==> src/rtl/wkup_pkg.sv <==
package wkup_pkg;

    localparam int NUM_IN  = 8;
    localparam int ADDR_W  = 3;
    localparam int SYNC_ST = 2;

    typedef enum logic [ADDR_W-1:0] {
        A_MODE  = 3'd0,
        A_POL   = 3'd1,
        A_BOTH  = 3'd2,
        A_INEN  = 3'd3,
        A_IRQEN = 3'd4,
        A_PEND  = 3'd5,
        A_CLR   = 3'd6,
        A_RSVD  = 3'd7
    } reg_addr_e;

    typedef struct packed {
        logic [NUM_IN-1:0] mode;   // 1 = level, 0 = edge
        logic [NUM_IN-1:0] pol;    // level: 0 high / 1 low; edge: 0 rise / 1 fall
        logic [NUM_IN-1:0] both;   // edge mode: fire on either transition
        logic [NUM_IN-1:0] inen;   // input gate
        logic [NUM_IN-1:0] irqen;  // interrupt mask
    } wk_cfg_t;

    function automatic logic bit_event(input logic lvl_mode, input logic pol_b,
                                       input logic both_b, input logic cur,
                                       input logic prv);
        logic ev;
        if (lvl_mode)
            ev = pol_b ? ~cur : cur;
        else if (both_b)
            ev = cur ^ prv;
        else
            ev = pol_b ? (~cur & prv) : (cur & ~prv);
        return ev;
    endfunction

endpackage

==> src/rtl/wkup_sync.sv <==
module wkup_sync #(
    parameter int W      = 8,
    parameter int STAGES = 2
) (
    input  logic         clk,
    input  logic         rst,
    input  logic [W-1:0] d,
    output logic [W-1:0] q
);
    logic [W-1:0] chain [STAGES];

    generate
        for (genvar s = 0; s < STAGES; s++) begin : g_stage
            if (s == 0) begin : g_first
                always_ff @(posedge clk) begin
                    if (rst) chain[0] <= '0;
                    else     chain[0] <= d;
                end
            end else begin : g_next
                always_ff @(posedge clk) begin
                    if (rst) chain[s] <= '0;
                    else     chain[s] <= chain[s-1];
                end
            end
        end
    endgenerate

    assign q = chain[STAGES-1];
endmodule

==> src/rtl/wkup_detect.sv <==
module wkup_detect
    import wkup_pkg::*;
(
    input  logic              clk,
    input  logic              rst,
    input  logic [NUM_IN-1:0] line,
    input  wk_cfg_t           cfg,
    output logic [NUM_IN-1:0] evt
);
    logic [NUM_IN-1:0] gated;
    logic [NUM_IN-1:0] prev_q;

    assign gated = line & cfg.inen;

    always_ff @(posedge clk) begin
        if (rst) prev_q <= '0;
        else     prev_q <= gated;
    end

    generate
        for (genvar i = 0; i < NUM_IN; i++) begin : g_bit
            assign evt[i] = bit_event(cfg.mode[i], cfg.pol[i], cfg.both[i],
                                      gated[i], prev_q[i]);
        end
    endgenerate

    AST_EDGE_NEEDS_CHANGE: assert property (@(posedge clk) disable iff (rst)
        ((evt & ~cfg.mode & ~(gated ^ prev_q)) == '0));

    AST_GATED_NO_RISE: assert property (@(posedge clk) disable iff (rst)
        ((evt & ~cfg.mode & ~cfg.pol & ~cfg.both & ~cfg.inen) == '0));
endmodule

==> src/rtl/wkup_pending.sv <==
module wkup_pending
    import wkup_pkg::*;
(
    input  logic              clk,
    input  logic              rst,
    input  logic [NUM_IN-1:0] evt,
    input  logic [NUM_IN-1:0] clr_mask,
    output logic [NUM_IN-1:0] pend
);
    logic [NUM_IN-1:0] pend_q;

    always_ff @(posedge clk) begin
        if (rst) pend_q <= '0;
        else     pend_q <= (pend_q & ~clr_mask) | evt;
    end

    assign pend = pend_q;

    AST_PEND_STICKY: assert property (@(posedge clk) disable iff (rst)
        1'b1 |=> (($past(pend_q) & ~$past(clr_mask) & ~pend_q) == '0));

    AST_PEND_CAUSED: assert property (@(posedge clk) disable iff (rst)
        1'b1 |=> ((pend_q & ~$past(pend_q) & ~$past(evt)) == '0));

    AST_EVENT_WINS: assert property (@(posedge clk) disable iff (rst)
        1'b1 |=> ((pend_q & $past(evt)) == $past(evt)));
endmodule

==> src/rtl/wkup_regs.sv <==
module wkup_regs
    import wkup_pkg::*;
(
    input  logic              clk,
    input  logic              rst,
    input  logic              wr_en,
    input  logic [ADDR_W-1:0] addr,
    input  logic [NUM_IN-1:0] wdata,
    input  logic [NUM_IN-1:0] pend,
    output logic [NUM_IN-1:0] rdata,
    output logic [NUM_IN-1:0] clr_mask,
    output wk_cfg_t           cfg
);
    wk_cfg_t   cfg_q;
    reg_addr_e sel;

    assign sel = reg_addr_e'(addr);

    always_ff @(posedge clk) begin
        if (rst) begin
            cfg_q <= '0;
        end else if (wr_en) begin
            case (sel)
                A_MODE:  cfg_q.mode  <= wdata;
                A_POL:   cfg_q.pol   <= wdata;
                A_BOTH:  cfg_q.both  <= wdata;
                A_INEN:  cfg_q.inen  <= wdata;
                A_IRQEN: cfg_q.irqen <= wdata;
                default: ;
            endcase
        end
    end

    always_comb begin
        case (sel)
            A_MODE:  rdata = cfg_q.mode;
            A_POL:   rdata = cfg_q.pol;
            A_BOTH:  rdata = cfg_q.both;
            A_INEN:  rdata = cfg_q.inen;
            A_IRQEN: rdata = cfg_q.irqen;
            A_PEND:  rdata = pend;
            default: rdata = '0;
        endcase
    end

    assign clr_mask = (wr_en && sel == A_CLR) ? wdata : '0;
    assign cfg      = cfg_q;

    AST_CFG_HOLD: assert property (@(posedge clk) disable iff (rst)
        !wr_en |=> $stable(cfg_q));
endmodule

==> src/rtl/wkup_unit.sv <==
module wkup_unit
    import wkup_pkg::*;
(
    input  logic              clk,
    input  logic              rst,
    input  logic              wr_en,
    input  logic [ADDR_W-1:0] addr,
    input  logic [NUM_IN-1:0] wdata,
    output logic [NUM_IN-1:0] rdata,
    input  logic [NUM_IN-1:0] pins_in,
    output logic              irq_out
);
    wk_cfg_t           cfg;
    logic [NUM_IN-1:0] line_s;
    logic [NUM_IN-1:0] evt;
    logic [NUM_IN-1:0] pend;
    logic [NUM_IN-1:0] clr_mask;

    wkup_regs u_regs (
        .clk(clk), .rst(rst), .wr_en(wr_en), .addr(addr), .wdata(wdata),
        .pend(pend), .rdata(rdata), .clr_mask(clr_mask), .cfg(cfg)
    );

    wkup_sync #(.W(NUM_IN), .STAGES(SYNC_ST)) u_sync (
        .clk(clk), .rst(rst), .d(pins_in), .q(line_s)
    );

    wkup_detect u_detect (
        .clk(clk), .rst(rst), .line(line_s), .cfg(cfg), .evt(evt)
    );

    wkup_pending u_pend (
        .clk(clk), .rst(rst), .evt(evt), .clr_mask(clr_mask), .pend(pend)
    );

    assign irq_out = |(pend & cfg.irqen);

    AST_IRQ_NEEDS_EN: assert property (@(posedge clk) disable iff (rst)
        irq_out |-> (cfg.irqen != '0));

    AST_IRQ_NEEDS_PEND: assert property (@(posedge clk) disable iff (rst)
        irq_out |-> (pend != '0));
endmodule

==> config.mk <==
export PLATFORM = sky130hd
export DESIGN_NAME = wkup_unit
export DESIGN_NICKNAME = d
export VERILOG_FILES = /design/src/rtl/wkup_pkg.sv /design/src/rtl/wkup_sync.sv /design/src/rtl/wkup_detect.sv /design/src/rtl/wkup_pending.sv /design/src/rtl/wkup_regs.sv /design/src/rtl/wkup_unit.sv
export SDC_FILE = /design/constraint.sdc
export NUM_CORES = 1
export LEC_CHECK = 0
export ABC_AREA = 1
export CAP_MARGIN = 20
export CELL_PAD_IN_SITES_DETAIL_PLACEMENT = 1
export CELL_PAD_IN_SITES_GLOBAL_PLACEMENT = 1
export CORE_ASPECT_RATIO = 1.25
export CORE_UTILIZATION = 42
export CTS_CLUSTER_DIAMETER = 200
export DETAILED_ROUTE_END_ITERATION = 7
export PLACE_DENSITY = 0.78
export REMOVE_ABC_BUFFERS = 1
export SYNTH_ARGS = -nofsm -noshare
export SYNTH_HDL_FRONTEND = slang
export SYNTH_HIERARCHICAL = 1
export SYNTH_SLANG_ARGS = --single-unit
==> constraint.sdc <==
create_clock -name clk -period 1.5 [get_ports clk]
set_clock_uncertainty 0.1 [all_clocks]
set_input_delay 0.3 -clock clk [delete_from_list [all_inputs] [get_ports clk]]
set_output_delay 0.3 -clock clk [all_outputs]
set_load 0.02 [all_outputs]
# ---- Word level (Yosys, flattened, before mapping)
# Memory sizes are Yosys's and may differ from the RTL's.
# Cells that the tools add are included.
# Widths: inputs -> output; s select.
dict set report classes {
  mux 39
  eq_ne 6
  bitwise_logic 47
  n_reduce_logical 8
}
# op count
set ops {}
lappend ops {{$pmux 8 s6} 1}
lappend ops {{$mux 1} 35}
lappend ops {{$and 8x8->8} 3}
lappend ops {{$mux 8} 3}
lappend ops {{$and 1x1->1} 16}
lappend ops {{$not 1->1} 16}
lappend ops {{$reduce_and 2->1} 5}
lappend ops {{$eq 3x3->1 const B} 3}
lappend ops {{$not 8->8} 1}
lappend ops {{$or 8x8->8} 1}
lappend ops {{$reduce_or 8->1} 1}
lappend ops {{$xor 1x1->1} 8}
lappend ops {{$eq 3x2->1 const B} 2}
lappend ops {{$eq 3x1->1 const B} 1}
lappend ops {{$logic_not 3->1} 1}
lappend ops {{$or 1x1->1} 2}
lappend ops {{$logic_and 1x1->1} 1}
dict set report word_totals {
  register_bits 56
  elab_cells 108
  in_bits 22
  memories 1
  ram_bits 16
}
# memory words word_bits read_ports rd_ports_with_merged_regs wr line_no
set mem_list {}
lappend mem_list {u_sync.chain 2 8 2 0 2 wkup_sync.sv:10} ;# logic [W-1:0] chain [STAGES];

# ---- Longest topological paths before layout
dict set report logic_depth {
  depth_word 7
  mapped_depth 9
  depth_no_buf 9
}

# ---- By module
# Netlist, hierarchy kept.
# mod cells_per_inst seq_area_each_um2 area_per_inst_um2 instances
set by_module_without_submodules {}
lappend by_module_without_submodules {wkup_regs 349 800.8 2249.7 1}
lappend by_module_without_submodules {wkup_detect 145 160.2 875.8 1}
lappend by_module_without_submodules {wkup_sync 50 320.3 474.2 1}
lappend by_module_without_submodules {wkup_pending 41 160.2 331.6 1}
lappend by_module_without_submodules {wkup_unit 15 0.0 56.3 1}

# ---- Least setup slack after synthesis
# Ideal clock, no wire load.
dict set report synth_path {
  path_kind {input to output}
  start {input addr[1]}
  end {output rdata[1]}
  cell_stages 7
  path_slack_ns 0.029
  arrival_ns 1.071
  path_cell_list {buf_6 -> inv_2 -> buf_2 -> nand4_1 -> nand2_1 -> nor2_1 -> nand2_1}
}
dict set report synth_via {
  elab_chain_len 2
  word_cells_on_any_way 7
  cone_classes {eq/ne: 5; mux: 1; reduce/logical: 1}
}
# item line_no
set synth_lines {}
lappend synth_lines {{start, declared} wkup_unit.sv:7} ;# input logic [ADDR_W-1:0] addr,
lappend synth_lines {{$eq 3x3->1, or another cell as far along} wkup_regs.sv:35} ;# case (sel)
lappend synth_lines {{$pmux 8 s6 *} wkup_regs.sv:35}
lappend synth_lines {{end, declared} wkup_unit.sv:9} ;# output logic [NUM_IN-1:0] rdata,
# Mark *: on every way between the ends. The rest lies on a longest branch, timed or not.

# ---- Worst setup path after layout
dict set report layout_path {
  start {input addr[1]}
  end {output rdata[7]}
}
# The elaborated chain is that of the path after synthesis.

==> flow_summary.json <==
{
  "start_kind": "input port",
  "dp_slack_ps": -1030,
  "clk_pin_slew_worst_paths_ps": 60,
  "worst_ep_required_time_ps": 1100,
  "fin_crit_sh_pct": 120,
  "slew_headroom_pct": 74.3,
  "finalNetCount": 761,
  "globalRouteTotalUtil_pct": 34.3,
  "antenna_found_initial": 0,
  "cts.sinks": 72,
  "setup_viol": 14,
  "rsz0062_at_grt": "yes",
  "min_path_type": "register to register",
  "grt_pass1_wl_mm": 25.3,
  "timing.final.ws_setup_ps": -295,
  "fmax_ghz": 0.557,
  "final_layout_size_suffix_gt1_share_pct": 35.5,
  "synth_cells": 600,
  "crit_buf_inv": 5,
  "status": "complete, but fails checks",
  "hold_depth": 2,
  "htree_num_levels": 3,
  "p_leak_uw": 0.00277,
  "mostFrequentLayoutCells": "nand2_1 (111), nor2_1 (91), buf_4 (89), inv_1 (82), dfxtp_1 (51)",
  "cp_max_fo": 6,
  "ctsHoldBuffers": 0,
  "drc": 0,
  "synth.cell_area_um2": 3990,
  "r2r_start": "u_regs/cfg[13]",
  "yosysSeqAreaShare_pct": 36.1,
  "grt_pass1_vias": 4983,
  "endpoint_kind": "output pin",
  "critPathMaxStageDelay_ps": 170,
  "yosysWarnings": 6,
  "grt_max_degree": 29,
  "dr_wl_met2_mm": 9.46,
  "routed_wl_mm": 20.1,
  "dr.max_layer_used": "met4",
  "reg2reg_slack_ps": -130,
  "die_area_um2": 9890,
  "synth_seq_cells": 72,
  "wl_met1_mm": 7.46,
  "coreArea_um2": 9170,
  "reg2reg_to": "u_pend/pend[5]",
  "drt_iter0_markers": 477,
  "crit_arrival_ps": 1390,
  "diodes": 0,
  "slew_violations": 0,
  "ios": 31,
  "reg2regPathDepth": 8,
  "portBuffers": 30,
  "drt_pre_antenna_iters": 7,
  "powerDensity_nw_per_um2": 830,
  "die_x_um": 89.2,
  "path_delay_family": "buffers and inverters",
  "rows": 39,
  "whs_endpoint": "u_sync/chain[1][7]",
  "start_util_pct": 43.5,
  "cts_tree": "built",
  "fillers": 1160,
  "hp-start": "u_sync/chain[0][7]",
  "worstSetupPathType": "input port to output pin",
  "avgSynthCellArea_um2": 6.65,
  "violations": "negative setup slack",
  "wl_met3_mm": 1.56,
  "crit_slowest_cell": "nor2_8",
  "die_y_um": 111,
  "synth.distinct_cells": 22,
  "tightest_slew_ps": 385,
  "routabilityCongestion": 0.805,
  "syn2layout_area_growth_pct": 47.2,
  "hold_viol_final": 0,
  "max_cap_viol_count": 0,
  "period_needed_ps": 1790,
  "overflow": 0,
  "holdWs_ps": 310,
  "ant_nets": 0,
  "vias": 4989,
  "path_cells": "buf_8 > buf_8 > nor2_8 > buf_12 > buf_12 > nand3_4 > nand2_4 > nor2_4 > nand2_2 > buf_6",
  "viasPerCell": 5.88,
  "wl_per_cell_um": 23.6,
  "root_buffer": "clkbuf_16",
  "clk_latency_ps": 340,
  "clk_path_buf_depth": 2,
  "layout_commonest_cell": "nand2_1",
  "irDropWorstVdd_uv": 627,
  "numCtsBuffers": 9,
  "dp_hpwl_mm": 9.74
}
-- stage by stage --
stage                     util (%)  power (uW)  setup TNS [ps]  area, um^2  instances
after floorplan                  -        2290           -70.1        3810        574
final                         64.0        4870           -2340        5870        849
after global placement        54.8        2680          -27080        5020        819
after CTS                     60.7        4710           -1520        5560        847
after detailed placement      54.8        2710          -29490        5020        819
after global routing          64.0        5000           -2940        5870        849
-- synth_stat cells (all sizes together) --
master,count,area (um^2)
nor2,110,469
ha,16,200
nand4,40,250
buf,23,166
inv,95,359
dfxtp,72,1440
a21oi,33,195
nand3,55,280
nand2,153,614
clkbuf,3,11.3
-- flip-flops by register name, summed over array words and instances (netlist names) --
register / count
u_sync/chain: 16
u_regs/cfg: 40
u_pend/pend: 8
u_detect/prev_q: 8
-- cell families (layout without fill, tap and decap cells) --
group,Yosys count,after routing,synth area share (%)
AND/OR/NAND/NOR,358,358,40.5
AO/OA/AOI/OAI,33,33,4.89
adder cells (fa/ha/maj),16,16,5.02
flip-flops,72,72,36.1
buffers and inverters,121,247,13.5
-- worst max-delay path by stage --
stage | start | cells past startpoint | slack, ps | to
after floorplan | addr[2] | 5 | -20 | rdata[0]
after global placement | addr[1] | 9 | -980 | rdata[3]
after detailed placement | addr[1] | 9 | -1030 | rdata[5]
after CTS | addr[0] | 10 | -210 | rdata[5]
after global routing | addr[1] | 9 | -370 | rdata[6]
final | addr[1] | 10 | -290 | rdata[7]
-- layout make-up --
| cell class | count | area (um^2) | share of cell area, % |
|---|---|---|---|
| Clock buffer | 13 | 250 | 4.26 |
| Multi-Input combinational cell | 407 | 2300 | 39.2 |
| Timing Repair Buffer | 138 | 1320 | 22.5 |
| Clock inverter | 1 | 5.00 | 0.0853 |
| Inverter | 95 | 367 | 6.25 |
| Sequential cell | 72 | 1470 | 25.0 |
| Tap cell | 123 | 154 | 2.62 |
-- repair_timing --
action                     CTS  global route
setup endpoints to repair   56            30
resized for setup           97            94
setup buffers               12             5
pin swaps                   21            28
gates cloned                 3             0
-- worst min-delay path: cells and delay by family (launching register included) --
kind / cells / cell delay, ps
flip-flops: 1 / 300
AND/OR/NAND/NOR: 1 / 30
buffers and inverters: 1 / 50
-- power by group --
part | leakage [uW] | internal (uW) | switching [uW] | total, uW
Clock | 0.000126 | 1150 | 842 | 1990
Sequential | 0.000597 | 1980 | 53.4 | 2030
Combinational | 0.00205 | 362 | 488 | 850
Total | 0.00277 | 3490 | 1380 | 4870
-- per-layer routing --
metal	vias up	track usage, %
li1	2116	-
met1	2403	38.6
met2	323	58.0
met3	147	6.33
met4	0	21.5
met5	-	0
(Power assumes the default switching activity.)
